`src/rtl/ofp_pkg.sv`:
```
package ofp_pkg;

    // Output formatting mode selected by the clip pin.
    typedef enum logic {
        RANGE_EXTENDED = 1'b0,
        RANGE_CLIPPED  = 1'b1
    } range_mode_e;

endpackage

```
`src/rtl/ofp_ofs_reg.sv`:
```
module ofp_ofs_reg #(
    parameter int OFS_W = 14
) (
    input  logic             clk,
    input  logic             rst_n,
    input  logic             we,
    input  logic [OFS_W-1:0] wdata,
    output logic [OFS_W-1:0] ofs_q
);

    logic [OFS_W-1:0] ofs_d;

    always_comb begin
        ofs_d = ofs_q;
        if (we) begin
            ofs_d = wdata;
        end
    end

    always_ff @(posedge clk or negedge rst_n) begin
        if (!rst_n) begin
            ofs_q <= '0;
        end else begin
            ofs_q <= ofs_d;
        end
    end

    // a write lands in the register on the next edge
    a_r2_offset_load: assert property (@(posedge clk) disable iff (!rst_n)
        we |=> (ofs_q == $past(wdata)));

    // without a write the register keeps its value
    a_r2_offset_hold: assert property (@(posedge clk) disable iff (!rst_n)
        !we |=> $stable(ofs_q));

endmodule

```
`src/rtl/ofp_range_det.sv`:
```
module ofp_range_det #(
    parameter int RAW_W  = 16,
    parameter int CORE_W = 14
) (
    input  logic [RAW_W-1:0] raw,
    output logic             out_of_range
);

    localparam int                 MAG_W   = RAW_W - 1;
    localparam logic [MAG_W-1:0]   NOM_TOP = MAG_W'((1 << CORE_W) - 1);

    logic below_zero;
    logic above_top;

    always_comb begin
        below_zero   = raw[RAW_W-1];
        above_top    = !below_zero && (raw[MAG_W-1:0] > NOM_TOP);
        out_of_range = below_zero || above_top;
    end

endmodule

```
`src/rtl/ofp_sat.sv`:
```
module ofp_sat
    import ofp_pkg::*;
#(
    parameter int RAW_W  = 16,
    parameter int OFS_W  = 14,
    parameter int CORE_W = 14
) (
    input  logic [RAW_W-1:0]  raw,
    input  logic [OFS_W-1:0]  ofs,
    input  range_mode_e       mode,
    input  logic              ovr,
    output logic [CORE_W:0]   word
);

    localparam int OUT_W      = CORE_W + 1;
    localparam int SUM_W      = ((RAW_W > OFS_W) ? RAW_W : OFS_W) + 2;
    localparam int CORE_MAX_I = (1 << CORE_W) - 1;
    localparam int EXT_MAX_I  = (1 << OUT_W) - 1;
    localparam int BIAS_I     = 1 << (CORE_W - 1);

    localparam logic signed [SUM_W-1:0] CORE_MAX = SUM_W'(CORE_MAX_I);
    localparam logic signed [SUM_W-1:0] EXT_MAX  = SUM_W'(EXT_MAX_I);
    localparam logic signed [SUM_W-1:0] BIAS     = SUM_W'(BIAS_I);

    logic signed [SUM_W-1:0] raw_x;
    logic signed [SUM_W-1:0] ofs_x;
    logic signed [SUM_W-1:0] sum;
    logic signed [SUM_W-1:0] biased;
    logic [CORE_W-1:0]       core_code;
    logic [OUT_W-1:0]        ext_code;

    // Sign extension of both operands to the common sum width
    always_comb begin
        raw_x  = {{(SUM_W-RAW_W){raw[RAW_W-1]}}, raw};
        ofs_x  = {{(SUM_W-OFS_W){ofs[OFS_W-1]}}, ofs};
        sum    = raw_x + ofs_x;
        biased = sum + BIAS;
    end

    // Nominal clamp for clipped mode
    always_comb begin
        if (sum[SUM_W-1]) begin
            core_code = '0;
        end else if (sum > CORE_MAX) begin
            core_code = '1;
        end else begin
            core_code = sum[CORE_W-1:0];
        end
    end

    // Extended clamp on the biased value
    always_comb begin
        if (biased[SUM_W-1]) begin
            ext_code = '0;
        end else if (biased > EXT_MAX) begin
            ext_code = '1;
        end else begin
            ext_code = biased[OUT_W-1:0];
        end
    end

    always_comb begin
        if (mode == RANGE_CLIPPED) begin
            word = {ovr, core_code};
        end else begin
            word = ext_code;
        end
    end

endmodule

```
`src/rtl/adc_offset_clip.sv`:
```
module adc_offset_clip
    import ofp_pkg::*;
#(
    parameter int RAW_W  = 16,
    parameter int OFS_W  = 14,
    parameter int CORE_W = 14
) (
    input  logic              clk,
    input  logic              rst_n,
    input  logic              conv_done,
    input  logic [RAW_W-1:0]  raw_code,
    input  logic              ofs_we,
    input  logic [OFS_W-1:0]  ofs_wdata,
    input  logic              clip_en,
    output logic [CORE_W:0]   out_word,
    output logic              out_valid
);

    localparam int OUT_W   = CORE_W + 1;
    localparam int NOM_MAX = (1 << CORE_W) - 1;

    typedef struct packed {
        logic             valid;
        logic [OUT_W-1:0] word;
    } out_state_t;

    out_state_t       state_d;
    out_state_t       state_q;
    logic [OFS_W-1:0] ofs_q;
    logic             ovr_flag;
    logic [OUT_W-1:0] fmt_word;
    range_mode_e      mode_sel;

    assign mode_sel = clip_en ? RANGE_CLIPPED : RANGE_EXTENDED;

    ofp_ofs_reg #(
        .OFS_W (OFS_W)
    ) i_ofs_reg (
        .clk   (clk),
        .rst_n (rst_n),
        .we    (ofs_we),
        .wdata (ofs_wdata),
        .ofs_q (ofs_q)
    );

    ofp_range_det #(
        .RAW_W  (RAW_W),
        .CORE_W (CORE_W)
    ) i_range_det (
        .raw          (raw_code),
        .out_of_range (ovr_flag)
    );

    ofp_sat #(
        .RAW_W  (RAW_W),
        .OFS_W  (OFS_W),
        .CORE_W (CORE_W)
    ) i_sat (
        .raw  (raw_code),
        .ofs  (ofs_q),
        .mode (mode_sel),
        .ovr  (ovr_flag),
        .word (fmt_word)
    );

    always_comb begin
        state_d       = state_q;
        state_d.valid = conv_done;
        if (conv_done) begin
            state_d.word = fmt_word;
        end
    end

    always_ff @(posedge clk or negedge rst_n) begin
        if (!rst_n) begin
            state_q <= '0;
        end else begin
            state_q <= state_d;
        end
    end

    assign out_word  = state_q.word;
    assign out_valid = state_q.valid;

    // a strobe yields a valid pulse on the next cycle
    a_r7_valid_after_done: assert property (@(posedge clk) disable iff (!rst_n)
        conv_done |=> out_valid);

    // no strobe, no pulse
    a_r7_no_spurious_valid: assert property (@(posedge clk) disable iff (!rst_n)
        !conv_done |=> !out_valid);

    // the word holds between conversions
    a_r8_word_hold: assert property (@(posedge clk) disable iff (!rst_n)
        !conv_done |=> $stable(out_word));

    // in clipped mode an in-range raw code gives a clear flag
    a_r5_flag_clear: assert property (@(posedge clk) disable iff (!rst_n)
        (conv_done && clip_en && ($signed(raw_code) >= 0) && ($signed(raw_code) <= NOM_MAX))
        |=> !out_word[CORE_W]);

    // in clipped mode an out-of-range raw code sets the flag
    a_r5_flag_set: assert property (@(posedge clk) disable iff (!rst_n)
        (conv_done && clip_en && (($signed(raw_code) < 0) || ($signed(raw_code) > NOM_MAX)))
        |=> out_word[CORE_W]);

endmodule

```
`config.mk`:
```
export PLATFORM = sky130hd
export DESIGN_NAME = adc_offset_clip
export DESIGN_NICKNAME = d
export VERILOG_FILES = /design/src/rtl/ofp_pkg.sv /design/src/rtl/ofp_ofs_reg.sv /design/src/rtl/ofp_range_det.sv /design/src/rtl/ofp_sat.sv /design/src/rtl/adc_offset_clip.sv
export SDC_FILE = /design/constraint.sdc
export NUM_CORES = 1
export LEC_CHECK = 0
export BUFFER_PORTS_ARGS = -buffer_cell sky130_fd_sc_hd__buf_4
export CAP_MARGIN = 20
export CELL_PAD_IN_SITES_DETAIL_PLACEMENT = 1
export CELL_PAD_IN_SITES_GLOBAL_PLACEMENT = 1
export CORE_ASPECT_RATIO = 1.4
export CORE_MARGIN = 5
export CORE_UTILIZATION = 43
export CTS_BUF_LIST = sky130_fd_sc_hd__clkbuf_16
export CTS_CLUSTER_DIAMETER = 80
export DETAILED_ROUTE_END_ITERATION = 10
export PLACE_DENSITY_LB_ADDON = 0.1
export SYNTH_ARGS = -nofsm -noshare
export SYNTH_HDL_FRONTEND = slang
export SYNTH_HIERARCHICAL = 1
export SYNTH_SLANG_ARGS = --single-unit
```
`constraint.sdc`:
```
create_clock -name clk -period 5 [get_ports clk]
set_clock_uncertainty 0.15 [all_clocks]
set_input_delay 0 -clock clk [delete_from_list [all_inputs] [get_ports clk]]
set_output_delay 0 -clock clk [all_outputs]
set_load 0.02 [all_outputs]
```
==> Yosys cells after proc, flatten, opt, wreduce, memory -nomap -nowiden <==
Index checks and enable logic that the tools add are counted.
{ "word_totals": {"ram_bits": 0, "romBits": 0, "elab_cells": 17, "n_memories": 0, "register_bits": 30, "input_bits": 35, "latchBits": 0} }
{ "op_classes": {"bitwise_logic": 0, "addsub": 2, "reduce_logical": 3, "div_mod_pow": 0, "eq_ne": 0, "mux": 6, "mul": 0, "n_shift": 0, "order_cmp": 3} }
{ "ops": {"columns": ["op", "n"], "rows": [
  ["two-way mux 15 bit", 3],
  ["two-way mux 14 bit", 2],
  ["adder 18 x 15 -> 18 bit (second input constant)", 1],
  ["greater-than comparator 18 x 15 -> 1 bit (second input constant)", 1],
  ["greater-than comparator 18 x 16 -> 1 bit (second input constant)", 1],
  ["adder 16 x 14 -> 17 bit", 1],
  ["greater-than comparator 15 x 14 -> 1 bit (second input constant)", 1],
  ["logical AND 1 bit", 1],
  ["logical NOT 1 bit", 1],
  ["logical OR 1 bit", 1],
  ["two-way mux 1 bit", 1]
]} }

==> Longest topological paths before layout <==
Gate-level depths: netlist of the first run.
{ "depth": {"word_depth": 6, "ltp_mapped": 17, "mapped_depth_nobuf": 17} }

==> Cells and area by module <==
The synthesis of the first run kept the hierarchy.
{ "by_module_without_submodules": {"columns": ["mod", "cells_each", "instances", "area_each_um2", "seq_area_each_um2"], "rows": [
  ["ofp_sat", 239, 1, 1691.6, 0.0],
  ["adc_offset_clip", 33, 1, 638.1, 400.4],
  ["ofp_ofs_reg", 29, 1, 519.2, 350.3],
  ["ofp_range_det", 1, 1, 6.3, 0.0]
]} }

==> Worst setup path before layout of the first run <==
OpenSTA, ideal clock, no wires.
{ "synth_path": {"path_kind": "reg-to-reg", "start": "reg i_ofs_reg.ofs_q[1]", "end": "reg state_q, in the netlist out_word[1]", "slack_ns": 1.388, "n_path_buf": 0, "period_less_slack_ns": 3.612, "required_time_ns": 4.725, "path_stages_with_launch": 17, "setup_ns": 0.125, "t_arrival_ns": 3.338, "path_cell_list": "dfrtp_1 ha_1 a211oi_4 o21ai_4 a211oi_4 nor2_1 xnor2_1 inv_1 ha_1 nand2_1 nor3_1 and4_1 and4_1 and4_1 a211oi_2 o211ai_1 mux2_2"} }
{ "synth_via": {"elab_chain_cells": 6, "word_cells_on_any_way": 9, "cone_classes": "add/sub (2); order compare (2); mux (5)"} }
{ "synth_lines": {"columns": ["element", "line", "source"], "rows": [
  ["start, declared", "ofp_ofs_reg.sv:8", "output logic [OFS_W-1:0] ofs_q"],
  ["start signal, assigned", "ofp_ofs_reg.sv:24", "ofs_q <= ofs_d;"],
  ["adder 16 x 14 -> 17 bit *", "ofp_sat.sv:36", "sum = raw_x + ofs_x;"],
  ["adder 18 x 15 -> 18 bit", "ofp_sat.sv:37", "biased = sum + BIAS;"],
  ["greater-than comparator 18 x 16 -> 1 bit", "ofp_sat.sv:55", "end else if (biased > EXT_MAX) begin"],
  ["two-way mux 15 bit", "ofp_sat.sv:55", null],
  ["two-way mux 15 bit", "ofp_sat.sv:53", "if (biased[SUM_W-1]) begin"],
  ["two-way mux 15 bit *", "ofp_sat.sv:63", "if (mode == RANGE_CLIPPED) begin"],
  ["net fmt_word[1]", "adc_offset_clip.sv:31", "logic [OUT_W-1:0] fmt_word;"],
  ["end signal, assigned", "adc_offset_clip.sv:78", "state_q <= state_d;"],
  ["end, declared", "adc_offset_clip.sv:28", "out_state_t state_q;"]
]} }
The timed path passes the listed nets; every way through them passes the cells marked *.
A chain may end at the register's enable or synchronous reset.

==> Worst setup path after layout of the first run <==
{ "layout_path": {"start": "reg i_ofs_reg.ofs_q[0]", "end": "reg state_q, in the netlist out_word[2]"} }
Same word-level chain as after synthesis.

==> results of run 1 <==
area by class of cell:
cell class	count	area, um2
fillers	754	2850
repair buffers	81	683
multi-input cells	246	1960
inverters	12	45.0
clock buffers	5	125
clock inverters	3	16.3
well taps	74	92.6
flip-flops and latches	30	751
cell usage after synthesis (6+ instances only):
master    count
o21ai_0       9
nand3_1      11
nor4_1        9
inv_1        12
ha_1         18
mux2_2       20
a21oi_1      15
nand2_1      14
dfrtp_1      30
o32ai_1       6
mux2_4       11
o311ai_0      7
nor2_1       22
buf_2         6
nor3_1       14
nand2b_1      9
what timing repair did:
item | 4_1_cts | 5_1_grt
setup buffers | 0 | 0
hold buffers | 30 | 0
endpoints found under the hold margin | 45 | 0
power by group:
group          switching (mW)  internal, mW
Clock                   0.115         0.182
Combinational           0.437         0.346
Sequential             0.0402         0.309
Total                   0.592         0.837
how the worst max path moves through the flow:
stage	startpoint	endpoint	slack, ns	cells after the start
finish	i_ofs_reg/ofs_q[0]	out_word[2]	0.70	16
global route	i_ofs_reg/ofs_q[0]	out_word[1]	0.42	16
CTS	i_ofs_reg/ofs_q[0]	out_word[2]	0.71	16
detailed placement	i_ofs_reg/ofs_q[0]	out_word[2]	0.73	16
global placement	i_ofs_reg/ofs_q[0]	out_word[2]	0.83	16
floorplan	i_ofs_reg/ofs_q[1]	out_word[1]	1.39	16
flip-flops by register name, summed over array words and instances, names as in the netlist:
signal           count
out_word            15
i_ofs_reg/ofs_q     14
out_valid            1
through the flow:
step,instances,util,total power [mW]
finish,451,0.563,1.43
global route,451,0.563,1.53
CTS,451,0.563,1.44
detailed placement,413,0.495,1.11
global placement,413,0.495,1.09
floorplan,302,-,0.870
layer usage:
layer  share of wire  vias to the layer above  global-route usage  wire length, um
met1            0.39                     1363               0.244             3440
met4           0.025                        0              0.0872              220
li1                -                     1307                   -                -
met2            0.55                       53               0.423             4820
met5               0                        -                   0                0
met3           0.030                       20              0.0347              261
worst max-delay path: stages, from the launching register on:
cell and delay (ns):
dfrtp_1 0.37, ha_1 0.25, inv_1 0.08, fa_1 0.42, nand2b_1 0.21, a21o_1 0.25
a21oi_2 0.22, o21ai_2 0.16, a211oi_2 0.39, inv_1 0.08, ha_1 0.33, inv_1 0.19
nor3_1 0.10, mux2_2 0.30, a21oi_2 0.27, o211ai_1 0.14, mux2_2 0.28
kinds of logic (layout without fill, tap and decap cells):
group           count (synthesis)  count (layout)  synth area share
buf+inv                        26             101            0.0504
simple gates                  105             105             0.199
fa+ha+maj                      19              19            0.0859
mux                            31              31             0.137
flops                          30              30             0.263
compound gates                 82              82             0.237
xor+xnor                        9               9            0.0276
==> reports/metrics.yaml, run 1 <==
outcome:
  status: "completed"
global_routing:
  groute.usage.overall: 0.224
  grt_pass1_vias: 3072
  grt_overflow: 0
  grt_max_degree: 31
  grt_pass1_wl_mm: 14.9
  antenna_found_initial: 0
clock_network:
  path_clk_slew_ns: 0.06
  cts_inserted_buffers: 5
  cts_tree: "done"
  clk_latency_ns: 0.28
  clockBufferDepth: 2
  cts_resized: 0
  root_buffer: "clkbuf_16"
  cts_sinks: 30
  htreeDepth: 2
synthesis:
  synth_top_cell_by_area: "dfrtp_1"
  syn-cell-area_um2: 2860
  syn_area_per_cell_um2: 9.45
  post_synth_num_cell_types: 63
  synth_warnings: 6
  seq_area_frac_synth: 0.263
  synth_edf_count: 0
  synth_ff_type: "dfrtp_1"
  synth_top_area_share: 0.263
  synth.area.top_cells: "dfrtp_1, ha_1, mux2_2, mux2_4, nor2_1"
  async_flop_share: 1.00
  synthesis.nets: 356
  synth-seq-cells: 30
  syn_inst: 302
floorplan:
  fp.dieH_um: 106
  die_area_um2: 8390
  die_x_um: 78.9
  start_util: 0.438
  io_pins: 51
  fp.coreArea_um2: 6530
  row_count: 35
power:
  leakagePower_nw: 1.54
  cellPowerDensity_nw_per_um2: 389
  ir_drop_uv: 152
timing:
  setup_viol: 0
  slew_violations: 0
  rsz0062_at_grt: "false"
  fin_crit_sh: 0.861
  fmax_mhz: 232
  period_needed_ns: 4.30
  finalHoldViolations: 0
  fin_hold_ws_ns: 0.0551
  slew_headroom: 0.493
  tns_ns: 0
  fin_ws_ns: 0.696
  worstMarginPinSlew_ns: 0.758
critical_path:
  timing.rr.end: "out_word[2]"
  reg2reg_depth: 16
  worstReg2RegStart: "i_ofs_reg/ofs_q[0]"
  crit_path_start_kind: "flop"
  ff2ff_setup_slack_ns: 0.70
  worstPathArrival_ns: 4.32
  critPathMaxFanout: 12
  crit_required_ns: 5.01
  end_kind: "flop"
  path_class: "reg -> reg"
placement:
  port_buffers: 50
  dpl_cell_area_um2: 3230
  hpwl_mm: 6.35
  gp_congestion: 0.848
  dp_slack_ns: 0.732
drt:
  drt_wl_total_mm: 8.74
  dr.pass1.iters: 4
  drc: 0
  drtAntennaViolNets: 0
  vias_per_cell: 6.08
  routedWlPerCell_um: 19.4
  drtIter0Drc: 86
  dr_total_vias: 2743
cells_and_area:
  postLayoutCellArea_um2: 3670
  final_nets: 430
  drive_above_1_share: 0.281
  syn_to_final_growth_pct: 28.7
  antenna_cells: 0
  final_cell_mix: "buf_4, dlygate4sd3_1, dfrtp_1"
  final_common_cell: "buf_4"
run:
  drv_cap: 0
hold_path:
  worst_hold_path_type: "in -> async"
Note: power is estimated with default switching activity, not from simulation.
==> run 2: changes to the inputs <==
Settings changed: MAX_ROUTING_LAYER from default to met4.
==> reports/metrics.yaml, run 2 (synthesis gave the netlist of run 1 again) <==
critical_path:
  crit_slowest_cell: "fa_1"
  worstPathArrival_ns: 4.31
  cp_slowest_stage_delay_ns: 0.42
  crit_end: "out_word[2]"
  crit_required_ns: 5.01
  startpoint: "i_ofs_reg/ofs_q[0]"
  worstReg2RegStart: "i_ofs_reg/ofs_q[0]"
  timing.rr.end: "out_word[2]"
  reg2reg_depth: 16
  crit_buf_inv: 3
  path_class: "reg -> reg"
  cp_cell_sequence: "ha_1 > inv_1 > fa_1 > nand2b_1 > a21o_1 > a21oi_2 > o21ai_2 > a211oi_2 > inv_1 > ha_1 > inv_1 > nor3_1 > mux2_2 > a21oi_2 > o211ai_1 > mux2_2"
  critPathTopFamily: "compound AO/OA/AOI/OAI gates"
  ff2ff_setup_slack_ns: 0.70
  end_kind: "flop"
  critPathMaxFanout: 12
  cpMostUsedCell: "inv_1"
  worstSetupPathDepth: 16
  crit_path_start_kind: "flop"
clock_network:
  cts_tree: "done"
  htreeDepth: 2
  cts_inserted_buffers: 5
  clk_latency_ns: 0.28
  root_buffer: "clkbuf_16"
  path_clk_slew_ns: 0.06
  cts_sinks: 30
  clockBufferDepth: 2
cells_and_area:
  fin_util: 0.563
  final_nets: 430
  antenna_cells: 0
  syn_to_final_growth_pct: 28.7
  drive_above_1_share: 0.281
  final_cell_mix: "buf_4, dlygate4sd3_1, dfrtp_1"
  postLayoutCellArea_um2: 3670
  final_common_cell: "buf_4"
  fin_cells: 451
  largest_register_ffs: 15
global_routing:
  grt_overflow: 0
  groute.usage.overall: 0.230
  grt_pass1_wl_mm: 14.9
  grt_max_degree: 31
  antenna_found_initial: 0
  grt_pass1_vias: 3055
floorplan:
  die_area_um2: 8390
  start_util: 0.438
  die_x_um: 78.9
  row_count: 35
  io_pins: 51
  fp.dieH_um: 106
  fp.coreArea_um2: 6530
power:
  ir_drop_uv: 152
  power_frac_comb: 0.547
  p_seq_frac: 0.244
  leakagePower_nw: 1.54
  cellPowerDensity_nw_per_um2: 389
  intPower_mw: 0.837
  power.switching_mw: 0.593
  swShare: 0.414
  finalPower_mw: 1.43
  p_clk_frac: 0.208
run:
  drv_cap: 0
timing:
  fin_hold_ws_ns: 0.0540
  rsz0062_at_grt: "false"
  period_needed_ns: 4.30
  fin_ws_ns: 0.704
  finalHoldViolations: 0
  worstMarginPinSlew_ns: 0.748
  tns_ns: 0
  slew_violations: 0
  setup_viol: 0
  fin_crit_sh: 0.859
  fmax_mhz: 233
  slew_headroom: 0.499
placement:
  hpwl_mm: 6.35
  dp_slack_ns: 0.732
  port_buffers: 50
  placed_cells: 413
  dpl_cell_area_um2: 3230
  gp_congestion: 0.861
drt:
  drc: 0
  routedWlPerCell_um: 19.4
  dr.pass1.iters: 4
  vias_per_cell: 6.09
  dr_total_vias: 2746
  drt_wl_total_mm: 8.75
  drtIter0Drc: 81
  drtAntennaViolNets: 0
hold_path:
  worst_hold_path_type: "in -> async"
outcome:
  status: "completed"
==> run 2: cell counts in the layout (fill, tap and decap cells not counted) <==
No cell type changed its count.
==> run 2: layout make-up <==
cell class | instances | area [um2]
Multi-Input combinational cell | 246 | 1960
Tap cell | 74 | 92.6
Inverter | 12 | 45.0
Clock buffer | 5 | 125
Sequential cell | 30 | 751
Clock inverter | 3 | 16.3
Timing Repair Buffer | 81 | 683
Fill cell | 754 | 2850
==> run 2: power groups by stage <==
stage          Clock (mW)  Combinational [mW]  Sequential, mW
2_1_floorplan           0               0.457           0.413
3_3_place_gp            0               0.739           0.352
3_5_place_dp            0               0.756           0.354
4_1_cts             0.304               0.786           0.351
5_1_grt             0.318               0.857           0.360
6_report            0.297               0.783           0.350
==> run 2: worst min-delay path by stage <==
stage / start / endpoint / slack, ns / depth (start not counted)
final: rst_n / out_word[13] / 0.05 / 2
after floorplan: rst_n / i_ofs_reg/ofs_q[0] / -0.45 / 0
after detailed placement: rst_n / out_word[13] / -0.18 / 1
after CTS: rst_n / out_word[13] / 0.07 / 2
after global placement: rst_n / out_word[8] / -0.19 / 1
after global routing: rst_n / i_ofs_reg/ofs_q[12] / 0.08 / 2
==> run 2: repair_timing <==
action	4_1_cts	5_1_grt
setup buffers	0	0
hold endpoints to repair	45	0
hold buffers	30	0
resized for setup	0	0
==> run 2: metal layers <==
metal  track usage  vias up  wire length [um]
met5             -        -                 0
met3        0.0356       19               261
met1         0.246     1362              3430
li1              -     1307                 -
met4        0.0872        0               204
met2         0.422       58              4850
